[src/rtl/cfg_space_pkg.sv]
package cfg_space_pkg;

  localparam int WORD_W = 32;
  localparam int IDX_W  = 5;
  localparam int MAX_DW = 1 << IDX_W;

  typedef struct packed {
    logic [WORD_W-1:0] ro;
    logic [WORD_W-1:0] rw;
    logic [WORD_W-1:0] w1c;
  } dw_attr_t;

  // Per-dword bit behaviour; cap dwords exist only in express mode.
  function automatic dw_attr_t dword_attr(input logic [IDX_W-1:0] idx,
                                          input logic pcie, input logic nopref);
    dw_attr_t a;
    a = '0;
    case (idx)
      5'd0, 5'd2, 5'd4, 5'd5, 5'd14: a.ro = '1;
      5'd1: begin
        a.rw  = 32'h0000_0147;
        a.ro  = pcie ? 32'h0010_0000 : 32'h06B0_02B8;
        a.w1c = 32'hF900_0000;
      end
      5'd3: a.ro = pcie ? 32'hFFFF_00FF : '1;
      5'd6: begin
        a.rw = 32'h00FF_FFFF;
        a.ro = pcie ? 32'h0 : 32'hFF00_0000;
      end
      5'd7: begin
        a.rw  = 32'h0000_F0F0;
        a.ro  = pcie ? 32'h0000_0F0F : 32'h06A0_0F0F;
        a.w1c = 32'hF900_0000;
      end
      5'd8: begin
        a.rw = 32'hFFF0_FFF0;
        a.ro = 32'h000F_000F;
      end
      5'd9: begin
        a.rw = nopref ? 32'h0 : 32'hFFF0_FFF0;
        a.ro = nopref ? '1 : 32'h000F_000F;
      end
      5'd10, 5'd11, 5'd12: a.rw = '1;
      5'd13: a.ro = 32'h0000_00FF;
      5'd15: begin
        a.rw  = pcie ? 32'h004F_00FF : 32'h0B6F_00FF;
        a.ro  = pcie ? 32'h0000_FF00 : 32'h0080_FF00;
        a.w1c = pcie ? 32'h0 : 32'h0400_0000;
      end
      5'd16: a.ro = 32'h7FFF_FFFF;
      5'd17: a.ro = 32'h0000_803F;
      5'd18: begin
        a.rw  = 32'h0000_7FFF;
        a.w1c = 32'h000F_0000;
        a.ro  = 32'h0030_0000;
      end
      5'd19: a.ro = 32'hFF7B_FFFF;
      5'd20: begin
        a.rw  = 32'h0000_CEFB;
        a.ro  = 32'h3FFF_0000;
        a.w1c = 32'hC000_0000;
      end
      5'd21: a.ro = '1;
      5'd22: begin
        a.rw  = 32'h0000_7FFF;
        a.w1c = 32'h011F_0000;
        a.ro  = 32'h00E0_0000;
      end
      5'd23: begin
        a.rw = 32'h0000_001F;
        a.ro = 32'h0001_0000;
      end
      5'd24: begin
        a.ro  = 32'h0002_FFFF;
        a.w1c = 32'h0001_0000;
      end
      default: a = '0;
    endcase
    if (!pcie && idx >= 5'd16) a = '0;
    return a;
  endfunction

  function automatic logic [WORD_W-1:0] dword_init(input logic [IDX_W-1:0] idx,
                                                   input logic pcie);
    case (idx)
      5'd1:    return 32'h0010_0000;
      5'd2:    return 32'h0604_0000;
      5'd3:    return 32'h0001_0010;
      5'd13:   return pcie ? 32'h0000_0040 : 32'h0;
      5'd16:   return pcie ? 32'h0040_0010 : 32'h0;
      default: return 32'h0;
    endcase
  endfunction

  function automatic logic size_legal(input logic [2:0] sz);
    return (sz == 3'd1) || (sz == 3'd2) || (sz == 3'd4);
  endfunction

  function automatic logic [4:0] lane_shift(input logic [2:0] sz, input logic [1:0] off);
    return (sz == 3'd4) ? 5'd0 : {off, 3'b000};
  endfunction

  function automatic logic [WORD_W-1:0] lane_mask(input logic [2:0] sz, input logic [1:0] off);
    case (sz)
      3'd1:    return 32'h0000_00FF << lane_shift(sz, off);
      3'd2:    return 32'h0000_FFFF << lane_shift(sz, off);
      3'd4:    return '1;
      default: return '0;
    endcase
  endfunction

  function automatic logic [WORD_W-1:0] pick_lanes(input logic [WORD_W-1:0] w,
                                                   input logic [2:0] sz, input logic [1:0] off);
    case (sz)
      3'd1:    return (w >> lane_shift(sz, off)) & 32'h0000_00FF;
      3'd2:    return (w >> lane_shift(sz, off)) & 32'h0000_FFFF;
      default: return w;
    endcase
  endfunction

  // Write merge, then hardware set; set is applied last so it wins.
  function automatic logic [WORD_W-1:0] next_word(input logic [WORD_W-1:0] old,
                                                  input dw_attr_t a,
                                                  input logic wr, input logic [WORD_W-1:0] data,
                                                  input logic [WORD_W-1:0] lane,
                                                  input logic set, input logic [WORD_W-1:0] bits);
    logic [WORD_W-1:0] n;
    n = old;
    if (wr) begin
      n = (n & ~(a.rw & lane)) | (data & a.rw & lane);
      n = n & ~(data & a.w1c & lane);
    end
    if (set) n = n | (bits & a.w1c);
    return n & (a.rw | a.w1c);
  endfunction

endpackage

[src/rtl/cfg_access_decode.sv]
module cfg_access_decode
  import cfg_space_pkg::*;
#(
  parameter int ADDR_W   = 12,
  parameter int END_BYTE = 124
) (
  input  logic [ADDR_W-1:0] addr,
  input  logic [2:0]        size,
  output logic [IDX_W-1:0]  idx,
  output logic              in_range,
  output logic              size_ok,
  output logic [4:0]        shamt,
  output logic [WORD_W-1:0] lane
);
  localparam logic [ADDR_W-1:0] LIMIT = ADDR_W'(END_BYTE);

  assign idx      = addr[IDX_W+1:2];
  assign in_range = addr < LIMIT;
  assign size_ok  = size_legal(size);
  assign shamt    = lane_shift(size, addr[1:0]);
  assign lane     = lane_mask(size, addr[1:0]);
endmodule

[src/rtl/cfg_dword_cell.sv]
module cfg_dword_cell
  import cfg_space_pkg::*;
#(
  parameter int IDX         = 0,
  parameter bit PCIE_CAP    = 1'b1,
  parameter bit NO_PREF_WIN = 1'b0
) (
  input  logic              clk,
  input  logic              rst_n,
  input  logic              wr_en,
  input  logic [WORD_W-1:0] wr_lane,
  input  logic [WORD_W-1:0] wr_data,
  input  logic              set_en,
  input  logic [WORD_W-1:0] set_bits,
  output logic [WORD_W-1:0] word_o
);
  localparam dw_attr_t          ATTR = dword_attr(IDX_W'(IDX), PCIE_CAP, NO_PREF_WIN);
  localparam logic [WORD_W-1:0] INIT = dword_init(IDX_W'(IDX), PCIE_CAP);

  logic [WORD_W-1:0] held_q, held_d;

  always_comb held_d = next_word(held_q, ATTR, wr_en, wr_data, wr_lane, set_en, set_bits);

  always_ff @(posedge clk or negedge rst_n) begin
    if (!rst_n) held_q <= INIT & (ATTR.rw | ATTR.w1c);
    else        held_q <= held_d;
  end

  assign word_o = held_q | (INIT & ATTR.ro);
endmodule

[src/rtl/bcs_regfile.sv]
module bcs_regfile
  import cfg_space_pkg::*;
#(
  parameter int ADDR_W      = 12,
  parameter bit PCIE_CAP    = 1'b1,
  parameter bit NO_PREF_WIN = 1'b0
) (
  input  logic              clk,
  input  logic              rst_n,
  input  logic              req_valid,
  input  logic              req_write,
  input  logic [ADDR_W-1:0] req_addr,
  input  logic [2:0]        req_size,
  input  logic [31:0]       req_wdata,
  input  logic              evt_valid,
  input  logic [4:0]        evt_idx,
  input  logic [31:0]       evt_bits,
  output logic              rsp_valid,
  output logic [31:0]       rsp_rdata,
  output logic              rsp_err
);
  localparam int NUM_DW   = PCIE_CAP ? 31 : 16;
  localparam int END_BYTE = PCIE_CAP ? 124 : 64;

  logic [IDX_W-1:0]  acc_idx;
  logic              acc_in_range, acc_size_ok, acc_bad_size;
  logic [4:0]        acc_shamt;
  logic [WORD_W-1:0] acc_lane, wr_shifted, rd_word;
  logic              wr_fire, rd_fire;
  logic [WORD_W-1:0] words [MAX_DW];
  logic [MAX_DW*WORD_W-1:0] state_flat;

  cfg_access_decode #(.ADDR_W(ADDR_W), .END_BYTE(END_BYTE)) u_dec (
    .addr(req_addr), .size(req_size), .idx(acc_idx), .in_range(acc_in_range),
    .size_ok(acc_size_ok), .shamt(acc_shamt), .lane(acc_lane)
  );

  assign acc_bad_size = !acc_size_ok;
  assign wr_fire      = req_valid && req_write && acc_in_range && acc_size_ok;
  assign rd_fire      = req_valid && !req_write && acc_in_range && acc_size_ok;
  assign wr_shifted   = req_wdata << acc_shamt;

  for (genvar g = 0; g < MAX_DW; g++) begin : g_dw
    if (g < NUM_DW) begin : g_cell
      cfg_dword_cell #(.IDX(g), .PCIE_CAP(PCIE_CAP), .NO_PREF_WIN(NO_PREF_WIN)) u_cell (
        .clk(clk), .rst_n(rst_n),
        .wr_en(wr_fire && (acc_idx == IDX_W'(g))), .wr_lane(acc_lane), .wr_data(wr_shifted),
        .set_en(evt_valid && (evt_idx == IDX_W'(g))), .set_bits(evt_bits),
        .word_o(words[g])
      );
    end else begin : g_none
      assign words[g] = '0;
    end
    assign state_flat[g*WORD_W +: WORD_W] = words[g];
  end

  assign rd_word = words[acc_idx];

  always_ff @(posedge clk or negedge rst_n) begin
    if (!rst_n) begin
      rsp_valid <= 1'b0;
      rsp_rdata <= '0;
      rsp_err   <= 1'b0;
    end else begin
      rsp_valid <= req_valid;
      rsp_err   <= req_valid && acc_in_range && acc_bad_size;
      rsp_rdata <= rd_fire ? pick_lanes(rd_word, req_size, req_addr[1:0]) : '0;
    end
  end
endmodule

[config.mk]
export PLATFORM = sky130hd
export DESIGN_NAME = bcs_regfile
export DESIGN_NICKNAME = d
export VERILOG_FILES = /design/src/rtl/cfg_space_pkg.sv /design/src/rtl/cfg_access_decode.sv /design/src/rtl/cfg_dword_cell.sv /design/src/rtl/bcs_regfile.sv
export SDC_FILE = /design/constraint.sdc
export NUM_CORES = 1
export LEC_CHECK = 0
export BUFFER_PORTS_ARGS = -buffer_cell sky130_fd_sc_hd__buf_2
export CAP_MARGIN = 25
export CORE_MARGIN = 2
export CORE_UTILIZATION = 54
export CTS_CLUSTER_SIZE = 10
export DETAILED_ROUTE_END_ITERATION = 16
export PLACE_DENSITY = 0.75
export SKIP_LAST_GASP = 1
export SLEW_MARGIN = 20
export SYNTH_ARGS = -nofsm -noshare
export SYNTH_HDL_FRONTEND = slang
export SYNTH_SLANG_ARGS = --single-unit
[constraint.sdc]
create_clock -name clk -period 1.6 [get_ports clk]
set_input_delay 0 -clock clk [delete_from_list [all_inputs] [get_ports clk]]
set_output_delay 0 -clock clk [all_outputs]
set_load 0.005 [all_outputs]
# Word-level counts from Yosys, hierarchy flattened
# Cells that the tools add are included.
# W data, S select, Z words.
[totals] out_inout_bits=34 in_bits=89 regBits=300
[classes] shift=4 n_bitwise=67 n_reduce_logical=32 n_mux=19 order_cmp=2 eq_ne=23
[op_table] operator="$and A32 B32 Y32" count=15
[op_table] operator="$or A32 B32 Y32" count=11
[op_table] operator="$mux W32" count=9
[op_table] operator="$bmux W32 S5" count=1
[op_table] operator="$not A32 Y32" count=4
[op_table] operator="$pmux W32 S3" count=1
[op_table] operator="$and A25 B25 Y25" count=3
[op_table] operator="$and A16 B32 Y32" count=2
[op_table] operator="$not A16 Y32" count=2
[op_table] operator="$pmux W32 S2" count=1
[op_table] operator="$and A20 B20 Y20" count=3
[op_table] operator="$mux W25" count=2
[op_table] operator="$or A25 B25 Y25" count=2
[op_table] operator="$and A24 B24 Y24" count=2
[op_table] operator="$and A23 B23 Y23" count=2
[op_table] operator="$eq A5 B5 Y1 const B" count=9
[op_table] operator="$mux W20" count=2
[op_table] operator="$or A20 B20 Y20" count=2
[op_table] operator="$and A17 B17 Y17" count=2
[op_table] operator="$mux W17" count=2
[op_table] operator="$and A9 B32 Y32" count=1
[op_table] operator="$not A9 Y32" count=1
[op_table] operator="$shl A16 B5 Y32 const A" count=1
[op_table] operator="$shl A32 B5 Y32" count=1
[op_table] operator="other kinds (28)" count=66

# Depth between registers and ports, before layout
[depth] depth_word=11 ltp_mapped=10

# Cells and area by module
# Synthesis repeated with hierarchy kept, for this count alone.
[hier_totals] hier_cells=2806 area_unflattened_um2=29238.0
[by_module_without_submodules] mod="bcs_regfile" seq_area_each_um2=850.8 area_per_inst_um2=11614.9 n_inst=1 cells_each=1169
[by_module_without_submodules] mod="cfg_dword_cell (g_dw[10].g_cell.u_cell ...)" seq_area_each_um2=800.8 area_per_inst_um2=1427.6 n_inst=3 cells_each=99
[by_module_without_submodules] mod="cfg_dword_cell (g_dw[6].g_cell.u_cell ...)" seq_area_each_um2=600.6 area_per_inst_um2=1122.3 n_inst=3 cells_each=83
[by_module_without_submodules] mod="cfg_dword_cell (g_dw[0].g_cell.u_cell ...)" seq_area_each_um2=0.0 area_per_inst_um2=244.0 n_inst=13 cells_each=33
[by_module_without_submodules] mod="cfg_dword_cell (g_dw[22].g_cell.u_cell)" seq_area_each_um2=525.5 area_per_inst_um2=994.7 n_inst=1 cells_each=77
[by_module_without_submodules] mod="cfg_dword_cell (g_dw[13].g_cell.u_cell ...)" seq_area_each_um2=0.0 area_per_inst_um2=247.7 n_inst=4 cells_each=34
[by_module_without_submodules] mod="cfg_dword_cell (g_dw[18].g_cell.u_cell)" seq_area_each_um2=475.5 area_per_inst_um2=910.9 n_inst=1 cells_each=73
[by_module_without_submodules] mod="cfg_dword_cell (g_dw[20].g_cell.u_cell)" seq_area_each_um2=350.3 area_per_inst_um2=738.2 n_inst=1 cells_each=62
[by_module_without_submodules] mod="cfg_dword_cell (g_dw[7].g_cell.u_cell)" seq_area_each_um2=350.3 area_per_inst_um2=718.2 n_inst=1 cells_each=62
[by_module_without_submodules] mod="cfg_dword_cell (g_dw[15].g_cell.u_cell)" seq_area_each_um2=325.3 area_per_inst_um2=715.7 n_inst=1 cells_each=60
[by_module_without_submodules] mod="cfg_dword_cell (g_dw[1].g_cell.u_cell)" seq_area_each_um2=275.3 area_per_inst_um2=624.3 n_inst=1 cells_each=57
[by_module_without_submodules] mod="cfg_dword_cell (g_dw[23].g_cell.u_cell)" seq_area_each_um2=125.1 area_per_inst_um2=425.4 n_inst=1 cells_each=43
[by_module_without_submodules] mod="cfg_access_decode" seq_area_each_um2=0.0 area_per_inst_um2=407.9 n_inst=1 cells_each=57
[by_module_without_submodules] mod="cfg_dword_cell (g_dw[24].g_cell.u_cell)" seq_area_each_um2=25.0 area_per_inst_um2=275.3 n_inst=1 cells_each=35

# Worst setup path before layout
# Ideal clock, no wire load.
[synth_path] path_type="input port to flip-flop" start="input port req_addr[11]" end="register (tool-made name)" setup_ns=0.132 cell_stages=8 slack_ns=-0.311 n_path_buf=2 t_arrival_ns=1.779 cell_sequence="or4_1 nor2_2 nand4_2 or4_1 buf_2 buf_6 nand2_1 o21ai_2"
[synth_rtl] item="from (decl)" line_no="bcs_regfile.sv:12" rtl="input logic [ADDR_W-1:0] req_addr,"

==> Implementation_results.wiki <==
{| class="wikitable"
! Metric !! Value
|-
| Hold Path Class || input port to async pin
|-
| Total I/O pin count || 123
|-
| Utilization after layout || between 70% and 80%
|-
| Crit path launch type || flip-flop
|-
| Flip-flop and latch count after synthesis || 300
|-
| DRT Wirelength || just over 50000 µm
|-
| Largest fanout on the critical path || 2
|-
| Peak ir drop on the vdd network || approximately 0.81 mV
|-
| Number of enable-type register cells in the synthesized netlist || 0
|-
| Final setup slack of the worst path || -0.243 ns
|-
| Global-route wire length before repair || ~78000 µm
|-
| Synth warn || 0
|-
| Synth-to-Final Area Change || 34.7%
|-
| Mean cell area of the mapped netlist || roughly 11 µm²
|-
| Max-Cap Viols || 0
|-
| Routed via count || 12.9k
|-
| Failing checks || hold timing, setup timing
|-
| Share of the synthesized area in the top cell type || around 51%
|-
| Total Routing Usage GR || approximately 36%
|-
| Placer Congestion || roughly 1
|-
| Antenna Violating Nets Remaining || 0
|-
| Number of rows in the core area || 60
|-
| Critical register-to-register path endpoint || rsp_rdata[3]$_DFF_PN0_
|-
| WL per Instance || ~25 µm
|-
| Fraction of final layout cells sized beyond drive strength 1 || 46.1%
|-
| Final count of negative-setup-slack endpoints || 19
|-
| Starting Density || a little over half
|-
| Number of antenna violations at the first check in global routing || 0
|-
| Most used flip-flop cell after synthesis || dfrtp_1
|-
| I/O Buffers || roughly 100
|-
| Period minus WS final || approximately 1.8 ns
|-
| Die area || 0.0287 mm²
|-
| Synthesized instance count || around 1.3k
|-
| Average via count per standard cell || 6.37
|-
| Critical path class || flip-flop to flip-flop
|-
| Outcome || complete, but fails checks
|-
| H-tree depth reported by CTS || 2
|-
| Clock sink total || 300
|-
| Kind of capture point of the worst setup path || flip-flop
|-
| Core Region || approximately 0.027 mm²
|-
| TNS Setup || -2.55 ns
|-
| DP HPWL || approximately 37000 µm
|-
| Latest clock arrival within the worst-skew pair || 0.52 ns
|-
| Crit share post-route || 115%
|-
| Pleak || just under 10 nW
|-
| Clock skew || about 0.011 ns
|-
| Setup repair after global routing missed its margin || true
|-
| Areal power density over the cells || around 890 mW/mm²
|-
| Critical path data required time || about 2.0 ns
|-
| DRC Markers || 0
|-
| Cell type with the largest total area after synthesis || dfrtp_1
|-
| CTS buffer count || 37
|-
| Worst max-slew margin expressed relative to the limit || between 50% and 60%
|-
| Measured slew at the worst slew-check pin || between 0.7 and 0.8 ns
|-
| Ranking of synthesized cells by area || dfrtp_1 (51%), mux2_2 (14%), nand2_1 (4.1%)
|-
| Detailed router's first-iteration violation count || between 1k and 1.5k
|-
| Synth Net Count || roughly 1.4k
|-
| Clock tree from TritonCTS || yes
|-
| Number of buffers on the longest clock path || 3
|-
| Data arrival at the endpoint of the critical path || 2.21 ns
|-
| Area of the mapped netlist || between 0.01 and 0.015 mm²
|-
| Proportion of register bits with asynchronous set or reset after synthesis || between 90% and 100%
|-
| Clk pin slew, worst setup/hold paths || approximately 0.05 ns
|-
| Pin count of the biggest net entering global routing || 75
|-
| Register area share after synthesis || 50.9%
|-
| First-pass iteration count of the detailed router || 5
|-
| Number of global-route vias before repair || ~13k
|-
| Aggregate global routing overflow || 0
|-
| Hold Slack || -0.0162 ns
|-
| Number of nets in the layout || 1765
|-
| Worst reg-to-reg setup slack || -0.24 ns
|-
| Upper clock frequency limit || 0.543 GHz
|-
| Worst R2R Path Depth || 6
|-
| Total count of hold-check failures in the final report || 34
|-
| Count of pins over their slew limit || 0
|-
| Die Height || 169 µm
|-
| Horizontal die dimension || 169 µm
|-
| Clock root buffer || clkbuf_16
|-
| Number of distinct standard cells referenced by the synthesized netlist || around 70
|}
==> area by class of cell <==
type | count | area, µm²
well taps | 341 | 427
multi-input cells | 901 | 7460
clock buffers | 47 | 1020
fillers | 1832 | 6990
flip-flops and latches | 300 | 7510
inverters | 13 | 48.8
repair buffers | 423 | 3340
diodes | 2 | 5.00
clock inverters | 4 | 73.8
==> where the power goes <==
part	switching (mW)	internal, mW	total, mW	leakage, nW
clock network	3.06	4.73	7.79	0.533
registers	0.0959	7.72	7.82	4.14
logic	1.26	0.870	2.13	5.05
total	4.41	13.3	17.7	9.72
==> kinds of logic (layout without fill, tap and decap cells) <==
family,Yosys count,after routing,synth area share (%)
and+or+nand+nor,369,369,12.8
DFF,300,300,50.9
AOI/OAI and AO/OA,288,288,13.5
muxes,242,242,19.7
buffers and inverters,98,487,3.04
xor gates and xnor gates,2,2,0.119
other,0,2,0
==> cells in the mapped netlist (all sizes together) (6+ instances only) <==
library cell  instances
dfrtp               300
mux2                194
nand2               163
o21ai                87
nor2                 47
a21oi                44
buf                  44
a22o                 42
clkbuf               41
a22oi                37
nand3                34
mux2i                29
nor3                 21
and3                 20
mux4                 19
nand2b               18
nand4                12
nor2b                12
inv                  11
a221oi                8
a32oi                 8
o22ai                 8
a31oi                 7
nand3b                7
o221ai                7
and2                  6
==> layout by cell type, fill, tap and decap left out, types with 6 or more instances in the layout <==
cell,synthesis,final
a21oi_1,44,36
a21oi_2,0,8
a221oi_1,8,6
a22o_1,42,41
a22oi_1,37,25
a22oi_2,0,12
a31oi_1,7,6
and3_1,20,15
buf_12,0,25
buf_2,34,100
buf_4,0,262
buf_6,5,9
clkbuf_1,41,7
clkbuf_16,0,39
dfrtp_1,300,300
dlygate4sd3_1,0,26
inv_1,11,10
mux2_2,188,186
mux2_4,0,8
mux2i_1,29,29
mux4_2,19,19
nand2_1,163,150
nand2_2,0,8
nand2b_1,18,17
nand3_1,25,20
nand3_4,4,9
nand3b_1,6,6
nand4_1,11,11
nor2_1,46,40
nor2b_1,12,11
nor3_1,21,16
o21ai_0,65,29
o21ai_1,9,42
o21ai_2,13,15
==> critical path, stage by stage (launching register included) <==
cell and delay, ns:
dfrtp_1 0.38, mux2_2 0.28, a222oi_1 0.32, buf_4 0.17, o21ai_0 0.08, o21ai_0 0.39
a221oi_1 0.10
==> metrics by stage <==
step           setup WS, ns  cell area [µm²]  cells  power [mW]
2_1_floorplan        -0.225            15100   1299        8.66
3_3_place_gp         -0.555            18000   1942        9.83
3_5_place_dp         -0.552            18000   1942        9.87
4_1_cts              -0.205            19700   2024        17.7
5_1_grt              -0.329            19900   2029        18.2
6_report             -0.243            19900   2031        17.7
==> worst max-delay path by stage <==
stage,slack [ns],from,end,cells after the start
3_3_place_gp,-0.55,req_addr[11],rsp_rdata[3]$_DFF_PN0_,7
6_report,-0.24,flip-flop,rsp_rdata[3]$_DFF_PN0_,6
3_5_place_dp,-0.55,req_addr[11],flip-flop,8
2_1_floorplan,-0.23,req_addr[11],flip-flop,8
5_1_grt,-0.33,flip-flop,rsp_rdata[3]$_DFF_PN0_,5
4_1_cts,-0.21,flip-flop,rsp_rdata[3]$_DFF_PN0_,5
==> metal layers <==
metal  up-vias  track usage, %  part of all wire (%)
met3       160            6.72                   8.8
met4         0            15.6                   4.2
met2       723            56.7                    46
li1       5578               -                     -
met5         -               0                     0
met1      6482            50.2                    41
==> timing repair <==
action / in CTS / in global routing
gates resized for setup: 74 / 24
endpoints found under the hold margin: 341 / 1
pin swaps: 40 / 22
hold buffers: 25 / 1
setup endpoints to repair: 34 / 43
buffers inserted: 8 / 4
(Power assumes the default switching activity.)
